$ cat src/rtl/raster_pkg.sv
package raster_pkg;

    typedef enum logic [0:0] {
        WS_RUN   = 1'b0,
        WS_STALL = 1'b1
    } wait_state_e;

    localparam int unsigned REG_DATA_W = 8;

endpackage

$ cat src/rtl/raster_hcount.sv
module raster_hcount #(
    parameter int unsigned LINE_CLKS   = 228,
    parameter int unsigned HBLANK_CLKS = 40,
    parameter bit          CPU_EN_ODD  = 1'b1,
    localparam int unsigned HW         = $clog2(LINE_CLKS)
) (
    input  logic clk,
    input  logic rst_n,
    output logic line_end,
    output logic hbl_start,
    output logic hbl,
    output logic cyc_en
);

    logic [HW-1:0] col_q;

    always_ff @(posedge clk or negedge rst_n) begin
        if (!rst_n) begin
            col_q <= '0;
        end else if (line_end) begin
            col_q <= '0;
        end else begin
            col_q <= col_q + 1'b1;
        end
    end

    always_comb begin
        line_end  = (col_q == HW'(LINE_CLKS - 1));
        hbl_start = (col_q == '0);
        hbl       = (col_q < HW'(HBLANK_CLKS));
    end

    generate
        if (CPU_EN_ODD) begin : g_odd_phase
            assign cyc_en = col_q[0];
        end else begin : g_even_phase
            assign cyc_en = ~col_q[0];
        end
    endgenerate

    assert_col_range_R1: assert property (@(posedge clk) disable iff (!rst_n)
        col_q < HW'(LINE_CLKS));
    assert_strobe_single_R1: assert property (@(posedge clk) disable iff (!rst_n)
        hbl_start |=> !hbl_start);
    assert_strobe_in_blank_R1: assert property (@(posedge clk) disable iff (!rst_n)
        $rose(hbl) |-> hbl_start);
    assert_cpu_alternate_R5: assert property (@(posedge clk) disable iff (!rst_n)
        cyc_en |=> !cyc_en);

endmodule

$ cat src/rtl/raster_vcount.sv
module raster_vcount #(
    parameter int unsigned FRAME_LINES = 262,
    parameter int unsigned VBL_FIRST   = 247,
    parameter int unsigned VBL_LINES   = 22,
    parameter int unsigned VS_HALF_LO  = 125,
    parameter int unsigned VS_HALF_HI  = 127,
    localparam int unsigned LW         = $clog2(FRAME_LINES),
    localparam int unsigned VBL_TAIL   = VBL_FIRST + VBL_LINES - FRAME_LINES
) (
    input  logic       clk,
    input  logic       rst_n,
    input  logic       line_end,
    output logic [7:0] half_line,
    output logic       vbl,
    output logic       vsyn
);

    logic [LW-1:0] row_q;
    logic          frame_end;

    assign frame_end = line_end && (row_q == LW'(FRAME_LINES - 1));

    always_ff @(posedge clk or negedge rst_n) begin
        if (!rst_n) begin
            row_q <= '0;
        end else if (frame_end) begin
            row_q <= '0;
        end else if (line_end) begin
            row_q <= row_q + 1'b1;
        end
    end

    always_comb begin
        half_line = 8'(row_q >> 1);
        vbl       = (row_q >= LW'(VBL_FIRST)) || (row_q < LW'(VBL_TAIL));
        vsyn      = (half_line >= 8'(VS_HALF_LO)) && (half_line <= 8'(VS_HALF_HI));
    end

    assert_row_range_R2: assert property (@(posedge clk) disable iff (!rst_n)
        row_q < LW'(FRAME_LINES));
    assert_row_hold_R2: assert property (@(posedge clk) disable iff (!rst_n)
        !line_end |=> $stable(row_q));
    assert_sync_in_blank_R4: assert property (@(posedge clk) disable iff (!rst_n)
        vsyn |-> vbl);

endmodule

$ cat src/rtl/raster_wsync.sv
module raster_wsync
    import raster_pkg::*;
(
    input  logic clk,
    input  logic rst_n,
    input  logic wait_wr,
    input  logic hbl_start,
    output logic ready
);

    wait_state_e state_q, state_d;

    always_ff @(posedge clk or negedge rst_n) begin
        if (!rst_n) begin
            state_q <= WS_RUN;
        end else begin
            state_q <= state_d;
        end
    end

    always_comb begin
        state_d = state_q;
        unique case (state_q)
            WS_RUN: begin
                if (wait_wr) begin
                    state_d = WS_STALL;
                end
            end
            WS_STALL: begin
                if (hbl_start && !wait_wr) begin
                    state_d = WS_RUN;
                end
            end
            default: state_d = WS_RUN;
        endcase
    end

    always_comb begin
        unique case (state_q)
            WS_RUN:   ready = 1'b1;
            WS_STALL: ready = 1'b0;
            default:  ready = 1'b1;
        endcase
    end

    assert_stall_R6: assert property (@(posedge clk) disable iff (!rst_n)
        wait_wr |=> !ready);
    assert_release_R7: assert property (@(posedge clk) disable iff (!rst_n)
        (!ready && hbl_start && !wait_wr) |=> ready);
    assert_hold_R7: assert property (@(posedge clk) disable iff (!rst_n)
        (!ready && !hbl_start) |=> !ready);
    assert_strobe_write_R8: assert property (@(posedge clk) disable iff (!rst_n)
        (wait_wr && hbl_start) |=> !ready);

endmodule

$ cat src/rtl/raster_regs.sv
module raster_regs
    import raster_pkg::*;
#(
    parameter int unsigned ADDR_W    = 4,
    parameter int unsigned WAIT_ADDR = 3,
    parameter int unsigned ROW_ADDR  = 4
) (
    input  logic                  clk,
    input  logic                  rst_n,
    input  logic                  cpu_wr,
    input  logic                  cpu_rd,
    input  logic [ADDR_W-1:0]     cpu_addr,
    input  logic [7:0]            half_line,
    output logic                  wait_wr,
    output logic [REG_DATA_W-1:0] rdata
);

    logic row_hit;

    assign wait_wr = cpu_wr && (cpu_addr == ADDR_W'(WAIT_ADDR));
    assign row_hit = (cpu_addr == ADDR_W'(ROW_ADDR));

    always_ff @(posedge clk or negedge rst_n) begin
        if (!rst_n) begin
            rdata <= '0;
        end else if (cpu_rd) begin
            rdata <= row_hit ? REG_DATA_W'(half_line) : '0;
        end
    end

    assert_rdata_hold_R10: assert property (@(posedge clk) disable iff (!rst_n)
        !cpu_rd |=> $stable(rdata));
    assert_rdata_range_R10: assert property (@(posedge clk) disable iff (!rst_n)
        rdata <= REG_DATA_W'(130));

endmodule

$ cat src/rtl/raster_timing.sv
module raster_timing
    import raster_pkg::*;
#(
    parameter int unsigned LINE_CLKS   = 228,
    parameter int unsigned HBLANK_CLKS = 40,
    parameter int unsigned FRAME_LINES = 262,
    parameter int unsigned VBL_FIRST   = 247,
    parameter int unsigned VBL_LINES   = 22,
    parameter int unsigned VS_HALF_LO  = 125,
    parameter int unsigned VS_HALF_HI  = 127,
    parameter int unsigned ADDR_W      = 4,
    parameter int unsigned WAIT_ADDR   = 3,
    parameter int unsigned ROW_ADDR    = 4
) (
    input  logic              clk,
    input  logic              rst_n,
    input  logic              cpu_wr,
    input  logic              cpu_rd,
    input  logic [ADDR_W-1:0] cpu_addr,
    input  logic [7:0]        cpu_wdata,
    output logic [7:0]        cpu_rdata,
    output logic              cpu_ready,
    output logic              cpu_en,
    output logic              hblank,
    output logic              hblank_start,
    output logic              vblank,
    output logic              vsync
);

    logic       line_end;
    logic       wait_wr;
    logic [7:0] half_line;
    logic       unused_wdata;

    assign unused_wdata = ^cpu_wdata;

    raster_hcount #(
        .LINE_CLKS   (LINE_CLKS),
        .HBLANK_CLKS (HBLANK_CLKS),
        .CPU_EN_ODD  (1'b1)
    ) u_hcount (
        .clk       (clk),
        .rst_n     (rst_n),
        .line_end  (line_end),
        .hbl_start (hblank_start),
        .hbl       (hblank),
        .cyc_en    (cpu_en)
    );

    raster_vcount #(
        .FRAME_LINES (FRAME_LINES),
        .VBL_FIRST   (VBL_FIRST),
        .VBL_LINES   (VBL_LINES),
        .VS_HALF_LO  (VS_HALF_LO),
        .VS_HALF_HI  (VS_HALF_HI)
    ) u_vcount (
        .clk       (clk),
        .rst_n     (rst_n),
        .line_end  (line_end),
        .half_line (half_line),
        .vbl       (vblank),
        .vsyn      (vsync)
    );

    raster_regs #(
        .ADDR_W    (ADDR_W),
        .WAIT_ADDR (WAIT_ADDR),
        .ROW_ADDR  (ROW_ADDR)
    ) u_regs (
        .clk       (clk),
        .rst_n     (rst_n),
        .cpu_wr    (cpu_wr),
        .cpu_rd    (cpu_rd),
        .cpu_addr  (cpu_addr),
        .half_line (half_line),
        .wait_wr   (wait_wr),
        .rdata     (cpu_rdata)
    );

    raster_wsync u_wsync (
        .clk       (clk),
        .rst_n     (rst_n),
        .wait_wr   (wait_wr),
        .hbl_start (hblank_start),
        .ready     (cpu_ready)
    );

    assert_vblank_wrap_R11: assert property (@(posedge clk) disable iff (!rst_n)
        $fell(vsync) |-> vblank);

endmodule

$ cat config.mk
export PLATFORM = sky130hd
export DESIGN_NAME = raster_timing
export DESIGN_NICKNAME = d
export VERILOG_FILES = /design/src/rtl/raster_pkg.sv /design/src/rtl/raster_hcount.sv /design/src/rtl/raster_vcount.sv /design/src/rtl/raster_wsync.sv /design/src/rtl/raster_regs.sv /design/src/rtl/raster_timing.sv
export SDC_FILE = /design/constraint.sdc
export NUM_CORES = 1
export LEC_CHECK = 0
export BUFFER_PORTS_ARGS = -buffer_cell sky130_fd_sc_hd__buf_4
export CAP_MARGIN = 20
export CELL_PAD_IN_SITES_DETAIL_PLACEMENT = 2
export CELL_PAD_IN_SITES_GLOBAL_PLACEMENT = 2
export CORE_AREA = 2 2 76 78
export CTS_BUF_LIST = sky130_fd_sc_hd__clkbuf_8 sky130_fd_sc_hd__clkbuf_16
export CTS_CLUSTER_DIAMETER = 150
export DETAILED_ROUTE_END_ITERATION = 7
export DIE_AREA = 0 0 78 80
export GPL_ROUTABILITY_DRIVEN = 0
export MAX_ROUTING_LAYER = met4
export PLACE_DENSITY = 0.67
export SETUP_SLACK_MARGIN = 0.4
export SYNTH_ARGS = -nofsm -noshare
export SYNTH_HDL_FRONTEND = slang
export SYNTH_SLANG_ARGS = --single-unit
$ cat constraint.sdc
create_clock -name clk -period 1.74 [get_ports clk]
set_input_delay 0.348 -clock clk [delete_from_list [all_inputs] [get_ports clk]]
set_output_delay 0.348 -clock clk [all_outputs]
set_load 0.01 [all_outputs]
==> flow_metrics.py, run 1 <==
metrics = {
    "outcome": {
        "status": "complete, but fails checks",
        "violations": "setup timing",
    },
    "logic_synthesis": {
        "synth_top_area_cell": "sky130_fd_sc_hd__dfrtp_1",
        "synth-edff-count": 0,
        "yosys-top-cells-area": "sky130_fd_sc_hd__dfrtp_1 50%, sky130_fd_sc_hd__nand2_1 4.3%, sky130_fd_sc_hd__ha_1 3.8%",
        "syn_area_um2": 1301,
        "synth-warning-count": 0,
        "ys_types": 37,
        "synth-seq-area-share": 0.5000,
        "synth_top_area_share": 0.5000,
        "asyncSetResetFlopFracSynth": 1.000,
        "postSynthNetCount": 149,
        "ys_ff_latch": 26,
        "avgSynthCellArea_um2": 10.09,
        "synth_flop_cell": "sky130_fd_sc_hd__dfrtp_1",
        "postSynthCellCount": 129,
    },
    "drt": {
        "via_count": 1209,
        "initialDrtViolationCount": 33,
        "detail_route.wirelength_um": 4810,
        "routed_wire_length_per_instance_um": 18.43,
        "drtPass1Iterations": 4,
        "antenna_violating_nets_post_route": 0,
        "remaining_drc_errors": 0,
        "detail_route.vias_per_cell": 4.632,
    },
    "clock_tree": {
        "cts.clk_slew.worst_paths_ps": 100,
        "ctsRootBufferMaster": "sky130_fd_sc_hd__clkbuf_8",
        "clk_latency_ps": 290,
        "cts_tree": "yes",
        "max-clock-path-buffers": 2,
        "cts_buffers": 3,
        "cts-htree-levels": 1,
        "clock_sinks": 26,
    },
    "placement": {
        "placedCellCount": 231,
        "post-dp-hpwl_um": 2810,
        "numPortBuffers": 21,
    },
    "power": {
        "power_density_nw_per_um2": 502.2,
        "power.clock.fraction": 0.387,
        "power_frac_comb": 0.046,
        "power_leakage_nw": 0.9591,
        "switching_share": 0.2262,
        "power_frac_seq": 0.567,
        "power.switching_mw": 0.2429,
        "worst_ir_drop_vdd_mv": 0.2650,
        "internal_pwr_total_mw": 0.8308,
        "total_power_mw": 1.074,
    },
    "cells_and_area": {
        "final_nets": 210,
        "layout_commonest_cell": "sky130_fd_sc_hd__buf_4",
        "regArea_um2": 659.4,
        "layout-area-overhead-vs-synth_pct": 64.33,
        "final_util": 0.3956,
        "multi_input_comb_area_um2": 779.5,
        "non_filler_instance_count_after_layout": 261,
        "drive_above_1_share": 0.5608,
        "total_of_fill_cells_in_the_finished_design": 576,
        "layout.cells.most_common_list": "45 x sky130_fd_sc_hd__buf_4, 19 x sky130_fd_sc_hd__dfrtp_1, 15 x sky130_fd_sc_hd__nand2_1",
        "num_antenna_cells": 0,
    },
    "timing": {
        "final.setup.worst_slack_ps": -51.92,
        "final-max-slew-violation-count": 0,
        "finalSetupTns_ps": -51.92,
        "post-route-period-util": 1.030,
        "final.min_clock_period_ps": 1792,
        "fmax_mhz": 558.1,
        "max_slew_margin_vs_limit": 0.7595,
        "clock_skew_ps": 4.068,
        "tightest_slew_ps": 360.7,
        "count_of_endpoints_failing_setup_in_the_final_report": 1,
        "timing.hold.ws_ps": 292.4,
        "hold_violations": 0,
        "setup_repair_after_global_routing_missed_its_margin": "yes",
    },
    "global_route": {
        "grt_overflow": 0,
        "maximum_number_of_pins_on_one_net_before_global_route_repair": 27,
        "grt_usage": 0.1506,
        "grt_pass1_wl_um": 6969,
        "first_global_vias": 1295,
        "antenna_found_initial": 0,
    },
    "run": {
        "maxCapViolCount": 0,
    },
    "floorplanning": {
        "initial_utilization": 0.2407,
        "floorplan.rows": 27,
        "boundaryPins": 30,
        "die-width_um": 78,
        "design.die.area_um2": 6240,
        "core-area_um2": 5405,
        "die_y_um": 80,
    },
    "worst_setup_path": {
        "timing.critical_path.arrival_ps": 1440,
        "timing.critical_path.to_type": "primary output",
        "worstSetupPathType": "register to primary output",
        "critPathMaxFanout": 5,
        "critical_path.startpoint_type": "register",
        "setup.reg_to_reg.worst_slack_ps": 10,
        "cp.required_ps": 1390,
    },
    "hold_path": {
        "min-delay-path-class": "primary input to register",
    },
}
synthesized netlist by cell type (3+ instances only):
| master | count |
|---|---|
| sky130_fd_sc_hd__dfrtp_1 | 26 |
| sky130_fd_sc_hd__nand2_1 | 15 |
| sky130_fd_sc_hd__inv_1 | 12 |
| sky130_fd_sc_hd__o21ai_0 | 9 |
| sky130_fd_sc_hd__nor2_1 | 7 |
| sky130_fd_sc_hd__nand3_1 | 6 |
| sky130_fd_sc_hd__o21ai_1 | 5 |
| sky130_fd_sc_hd__xor2_1 | 5 |
| sky130_fd_sc_hd__ha_1 | 4 |
| sky130_fd_sc_hd__xnor2_1 | 4 |
| sky130_fd_sc_hd__a31oi_1 | 3 |
| sky130_fd_sc_hd__nor3_1 | 3 |
flip-flops by register name (all words and copies together) (netlist names):
| signal | flops |
|---|---|
| u_vcount.row_q | 9 |
| u_hcount.col_q | 8 |
| u_regs.rdata | 8 |
| u_wsync.state_q | 1 |
power groups by stage:
| stage | sequential (mW) | combinational (mW) | clock (mW) |
|---|---|---|---|
| 4_1_cts | 0.609 | 0.0507 | 0.423 |
| 3_3_place_gp | 0.621 | 0.0447 | 0 |
| 2_1_floorplan | 0.621 | 0.00848 | 0 |
| 3_5_place_dp | 0.621 | 0.0487 | 0 |
| 5_1_grt | 0.610 | 0.0546 | 0.454 |
| 6_report | 0.609 | 0.0489 | 0.416 |
area by class of cell:
type / instances / area share
Clock buffer: 4 / 0.02575
Inverter: 12 / 0.02106
Multi-Input combinational cell: 87 / 0.3645
Sequential cell: 26 / 0.3084
Tap cell: 72 / 0.04213
Timing Repair Buffer: 60 / 0.2382
per-layer routing:
| metal | share of wire | up-vias | wire [µm] | global-route usage |
|---|---|---|---|---|
| met3 | 0.021 | 5 | 100 | 0.01697 |
| met1 | 0.41 | 622 | 1996 | 0.1716 |
| met2 | 0.55 | 16 | 2647 | 0.2681 |
| met4 | 0.014 | 0 | 66 | 0.06667 |
| li1 | - | 566 | - | - |
| met5 | 0 | - | 0 | - |
metrics by stage:
step                worst slack, ps  cell area [µm²]
finish                       -51.92             2138
global route                 -116.9             2138
CTS                          -33.26             1953
detailed placement            99.04             1648
global placement              135.4             1648
floorplan                     184.6             1328
worst paths after layout:
kind	endpoint	cells past startpoint	from
worst min register to register	u_regs.rdata[1]	2	u_regs.rdata[1]
min in group asynchronous	u_regs.rdata[7]	2	rst_n
max in group asynchronous	u_vcount.row_q[1]	2	rst_n
worst max-delay path	vblank	4	u_vcount.row_q[0]
worst max register to register	u_vcount.row_q[8]	8	u_hcount.col_q[0]
worst min-delay path	u_regs.rdata[6]	2	cpu_rd
worst max-delay path: stages (launching register included):
cell	delay, ps
sky130_fd_sc_hd__dfrtp_2	470
sky130_fd_sc_hd__ha_1	260
sky130_fd_sc_hd__a21boi_0	200
sky130_fd_sc_hd__o21ai_1	90
sky130_fd_sc_hd__buf_4	140
logic make-up (layout without fill, tap and decap cells):
family	count (synthesis)	in the layout	share of synthesized area
AO/OA/AOI/OAI	26	26	0.1212
adder cells (fa/ha/maj)	4	4	0.03846
flip-flops	26	26	0.5000
buffers and inverters	16	76	0.05096
XOR/XNOR	9	9	0.06057
AND/OR/NAND/NOR	48	48	0.2289
what timing repair did:
action / in CTS / in global routing
endpoints found under the hold margin: 26 / 0
setup buffers: 14 / 11
resized for setup: 32 / 27
hold buffers: 1 / 0
pin swaps: 12 / 9
setup endpoints to repair: 21 / 21
Power figures use the tool's default switching activity.
==> run 2, diff against run 1 <==
PLACE_DENSITY = 0.65   (was 0.67)
clock period = 2 ns   (was 1.74 ns; I/O delays follow)
==> flow_metrics.py, run 2 (synthesis gave the netlist of run 1 again) <==
metrics = {
    "power": {
        "power_frac_seq": 0.572,
        "power_frac_comb": 0.043,
        "internal_pwr_total_mw": 0.7209,
        "power_leakage_nw": 0.9445,
        "power.switching_mw": 0.2046,
        "switching_share": 0.2211,
        "worst_ir_drop_vdd_mv": 0.2152,
        "total_power_mw": 0.9255,
        "power.clock.fraction": 0.385,
        "power_density_nw_per_um2": 439.5,
    },
    "floorplanning": {
        "floorplan.rows": 27,
        "core-area_um2": 5405,
        "initial_utilization": 0.2407,
        "die_y_um": 80,
        "boundaryPins": 30,
        "die-width_um": 78,
        "design.die.area_um2": 6240,
    },
    "placement": {
        "postPlaceCellArea_um2": 1564,
        "post-dp-hpwl_um": 2404,
        "place_ws_ps": 205.3,
        "numPortBuffers": 21,
    },
    "run": {
        "maxCapViolCount": 0,
    },
    "timing": {
        "clock_skew_ps": 2.740,
        "post-route-period-util": 0.8894,
        "tightest_slew_ps": 358.1,
        "final.min_clock_period_ps": 1779,
        "fmax_mhz": 562.2,
        "finalSetupTns_ps": 0,
        "timing.hold.ws_ps": 20.80,
        "max_slew_margin_vs_limit": 0.7613,
        "count_of_endpoints_failing_setup_in_the_final_report": 0,
        "setup_repair_after_global_routing_missed_its_margin": "yes",
        "hold_violations": 0,
        "final-max-slew-violation-count": 0,
        "final.setup.worst_slack_ps": 221.1,
    },
    "clock_tree": {
        "max-clock-path-buffers": 2,
        "cts_buffers": 3,
        "ctsRootBufferMaster": "sky130_fd_sc_hd__clkbuf_8",
        "clock_sinks": 26,
        "cts_tree": "yes",
        "clk_latency_ps": 280,
        "cts-htree-levels": 1,
        "cts.clk_slew.worst_paths_ps": 100,
        "cts_hold_buf": 0,
    },
    "cells_and_area": {
        "largest_register_ffs": 9,
        "regArea_um2": 668.1,
        "layout_commonest_cell": "sky130_fd_sc_hd__buf_4",
        "multi_input_comb_area_um2": 733.2,
        "registers.top_by_ff_count": "u_vcount.row_q",
        "layout.cells.most_common_list": "49 x sky130_fd_sc_hd__buf_4, 15 x sky130_fd_sc_hd__nand2_1, 14 x sky130_fd_sc_hd__dfrtp_2",
        "num_antenna_cells": 0,
        "final_nets": 212,
        "drive_above_1_share": 0.5916,
        "finalInstanceArea_um2": 2106,
        "biggestRegsByFlops": "u_vcount.row_q x9, u_hcount.col_q x8, u_regs.rdata x8",
        "total_of_fill_cells_in_the_finished_design": 622,
        "layout-area-overhead-vs-synth_pct": 61.83,
    },
    "worst_setup_path": {
        "setup.reg_to_reg.worst_slack_ps": 290,
        "critical_path.startpoint_type": "register",
        "worstSetupPathType": "register to primary output",
        "timing.critical_path.arrival_ps": 1380,
        "r2r_end": "u_vcount.row_q[3]",
        "critPathMaxFanout": 3,
        "r2r_start": "u_hcount.col_q[0]",
        "reg2reg_depth": 7,
        "timing.critical_path.to_type": "primary output",
        "cp.required_ps": 1600,
    },
    "global_route": {
        "first_global_vias": 1321,
        "grt_overflow": 0,
        "grt_pass1_wl_um": 6948,
        "maximum_number_of_pins_on_one_net_before_global_route_repair": 27,
        "antenna_found_initial": 0,
        "grt_usage": 0.1481,
    },
    "drt": {
        "antenna_violating_nets_post_route": 0,
        "via_count": 1183,
        "remaining_drc_errors": 0,
        "drtPass1Iterations": 4,
        "detail_route.vias_per_cell": 4.498,
        "initialDrtViolationCount": 40,
        "routed_wire_length_per_instance_um": 16.18,
        "detail_route.wirelength_um": 4255,
    },
    "outcome": {
        "status": "completed",
    },
    "hold_path": {
        "min-delay-path-class": "primary input to async pin",
    },
}
==> run 2: changes by cell type in the layout (fill, tap and decap cells not counted), sizes merged <==
cell	previous run	this run
dlygate4sd3	1	0
buf	59	62
==> run 2: timing repair <==
| item | 4_1_cts | 5_1_grt |
|---|---|---|
| pin swaps | 13 | 12 |
| buffers inserted | 27 | 11 |
| cloned | 0 | 0 |
| endpoints found under the setup margin | 16 | 19 |
| resized for setup | 36 | 24 |
==> run 2: power groups by stage <==
stage	combinational, mW	clock, mW	sequential, mW
global placement	0.0390	0	0.540
CTS	0.0412	0.368	0.529
floorplan	0.00738	0	0.540
finish	0.0399	0.356	0.529
detailed placement	0.0411	0	0.540
global route	0.0457	0.389	0.530
==> run 2: worst max-delay path, stage by stage (launching register included) <==
cell and delay [ps]:
sky130_fd_sc_hd__dfrtp_2 450, sky130_fd_sc_hd__nor4_4 350, sky130_fd_sc_hd__a21oi_2 100, sky130_fd_sc_hd__o21ai_2 70
sky130_fd_sc_hd__buf_4 130
==> run 2: how the worst max path moves through the flow <==
| stage | from | to | depth (start not counted) | slack (ps) |
|---|---|---|---|---|
| floorplan | u_hcount.col_q[0] | u_vcount.row_q[8] | 5 | 430 |
| global placement | u_hcount.col_q[1] | u_vcount.row_q[8] | 5 | 250 |
| detailed placement | u_hcount.col_q[1] | u_vcount.row_q[3] | 5 | 210 |
| CTS | u_vcount.row_q[7] | vblank | 4 | 210 |
| global route | u_vcount.row_q[5] | vblank | 4 | 120 |
| finish | u_vcount.row_q[5] | vblank | 4 | 220 |
==> run 2: routing by layer <==
metal / vias to the layer above / track usage / share of wire
li1: 566 / - / -
met2: 14 / 0.2957 / 0.59
met4: 0 / 0.02632 / 0.0071
met5: - / - / 0
met1: 598 / 0.1530 / 0.38
met3: 5 / 0.02489 / 0.021
==> run 2: area by class of cell <==
class                      instances  area share
sequential                        26      0.3173
inverter                          12     0.02139
tap                               72     0.04278
multi-input combinational         87      0.3482
timing repair buffer              62      0.2442
clock buffer                       4     0.02614
==> run 2: through the flow <==
stage,cells,util
2_1_floorplan,129,-
3_3_place_gp,221,0.2894
3_5_place_dp,221,0.2894
4_1_cts,252,0.3567
5_1_grt,263,0.3896
6_report,263,0.3896
==> run 3, diff against run 2 <==
CELL_PAD_IN_SITES_DETAIL_PLACEMENT = 0   (was 2)
SKIP_CTS_REPAIR_TIMING = 1   (was default)
==> flow_metrics.py, run 3 (synthesis gave the netlist of run 1 again) <==
metrics = {
    "floorplanning": {
        "design.die.area_um2": 6240,
        "die_y_um": 80,
        "floorplan.rows": 27,
        "core-area_um2": 5405,
        "die-width_um": 78,
        "initial_utilization": 0.2407,
        "boundaryPins": 30,
    },
    "drt": {
        "remaining_drc_errors": 0,
        "antenna_violating_nets_post_route": 0,
        "via_count": 1100,
        "routed_wire_length_per_instance_um": 12.70,
        "drtPass1Iterations": 4,
        "detail_route.vias_per_cell": 4.472,
        "detail_route.wirelength_um": 3124,
        "initialDrtViolationCount": 61,
    },
    "power": {
        "power_density_nw_per_um2": 525.8,
        "worst_ir_drop_vdd_mv": 0.2880,
        "power_frac_comb": 0.038,
        "total_power_mw": 1.009,
        "power.clock.fraction": 0.437,
        "power_frac_seq": 0.525,
        "internal_pwr_total_mw": 0.8122,
        "power.switching_mw": 0.1963,
        "power_leakage_nw": 0.8784,
        "switching_share": 0.1947,
    },
    "worst_setup_path": {
        "worstSetupPathType": "register to primary output",
        "number_of_buffers_and_inverters_on_the_critical_path": 1,
        "cp.required_ps": 1600,
        "critical_path.startpoint_type": "register",
        "crit_path_max_delay_family": "flip-flops",
        "critPathMaxFanout": 4,
        "timing.critical_path.to_type": "primary output",
        "cp_cell_sequence": "nor4_4, a21oi_1, o21ai_1, buf_4",
        "timing.critical_path.arrival_ps": 1440,
        "slowest_cell_on_crit_path": "sky130_fd_sc_hd__dfrtp_2",
        "slowest_delay_ps": 460,
    },
    "timing": {
        "tightest_slew_ps": 352.2,
        "clock_skew_ps": 12.89,
        "final.min_clock_period_ps": 1842,
        "max_slew_margin_vs_limit": 0.7645,
        "post-route-period-util": 0.9212,
        "fmax_mhz": 542.7,
        "timing.hold.ws_ps": 15.29,
        "finalSetupTns_ps": 0,
        "final.setup.worst_slack_ps": 157.5,
        "final-max-slew-violation-count": 0,
        "setup_repair_after_global_routing_missed_its_margin": "yes",
        "count_of_endpoints_failing_setup_in_the_final_report": 0,
        "hold_violations": 0,
    },
    "clock_tree": {
        "clock_sinks": 26,
        "cts.clk_slew.worst_paths_ps": 100,
        "cts_buffers": 3,
        "max-clock-path-buffers": 2,
        "cts-htree-levels": 1,
        "ctsRootBufferMaster": "sky130_fd_sc_hd__clkbuf_8",
        "clk_latency_ps": 280,
        "cts_tree": "yes",
    },
    "cells_and_area": {
        "finalInstanceArea_um2": 1918,
        "multi_input_comb_area_um2": 690.7,
        "total_of_fill_cells_in_the_finished_design": 565,
        "layout.cells.most_common_list": "41 x sky130_fd_sc_hd__buf_4, 15 x sky130_fd_sc_hd__nand2_1, 14 x sky130_fd_sc_hd__dfrtp_2",
        "biggestRegsByFlops": "u_vcount.row_q x9, u_hcount.col_q x8, u_regs.rdata x8",
        "final_nets": 195,
        "layout_commonest_cell": "sky130_fd_sc_hd__buf_4",
        "largest_register_ffs": 9,
        "drive_above_1_share": 0.4943,
        "non_filler_instance_count_after_layout": 246,
        "regArea_um2": 668.1,
        "registers.top_by_ff_count": "u_vcount.row_q",
        "final_util": 0.3549,
        "num_antenna_cells": 0,
        "layout-area-overhead-vs-synth_pct": 47.40,
    },
    "placement": {
        "postPlaceCellArea_um2": 1564,
        "placedCellCount": 221,
        "numPortBuffers": 21,
        "post-dp-hpwl_um": 2040,
        "place_ws_ps": 193.2,
    },
    "outcome": {
        "status": "completed",
    },
    "global_route": {
        "first_global_vias": 1028,
        "maximum_number_of_pins_on_one_net_before_global_route_repair": 27,
        "grt_overflow": 0,
        "grt_pass1_wl_um": 5009,
        "antenna_found_initial": 0,
        "grt_usage": 0.1038,
    },
    "hold_path": {
        "min-delay-path-class": "primary input to async pin",
    },
    "run": {
        "maxCapViolCount": 0,
    },
}
[run 3: changes by cell type in the layout (fill, tap and decap cells not counted), sizes merged]
cell	delta
bufinv	+1
clkbuf	-1
buf	-17
[run 3: power groups by stage]
stage | clock, mW | combinational (mW) | sequential (mW)
final | 0.441 | 0.0383 | 0.529
after floorplan | 0 | 0.00738 | 0.540
after global routing | 0.489 | 0.0436 | 0.530
after global placement | 0 | 0.0390 | 0.540
after detailed placement | 0 | 0.0399 | 0.540
after CTS | 0.459 | 0.0400 | 0.529
[run 3: cell type report]
cell class | instances | area share
flip-flops and latches | 26 | 0.3483
repair buffers | 45 | 0.1840
inverters | 12 | 0.02348
clock inverters | 1 | 0.01566
clock buffers | 3 | 0.02153
well taps | 72 | 0.04697
multi-input cells | 87 | 0.3601
[run 3: path summary, 6_finish.rpt]
| check | start | end | slack, ps | cells after the start |
|---|---|---|---|---|
| worst max-delay path | u_vcount.row_q[7] | vblank | 160 | 4 |
| worst min-delay path | rst_n | u_regs.rdata[3] | 20 | 1 |
| worst max register to register | u_hcount.col_q[0] | u_vcount.row_q[3] | 310 | 7 |
| worst min register to register | u_regs.rdata[6] | u_regs.rdata[6] | 520 | 2 |
| max in group asynchronous | rst_n | u_hcount.col_q[2] | 1690 | 1 |
| min in group clk | cpu_rd | u_regs.rdata[1] | 360 | 2 |
[run 3: routing by layer]
metal,part of all wire,up-vias,GRT usage
li1,-,534,-
met1,0.44,544,0.1265
met2,0.51,18,0.1733
met3,0.038,4,0.02602
met4,0.013,0,0.02632
met5,0,-,-
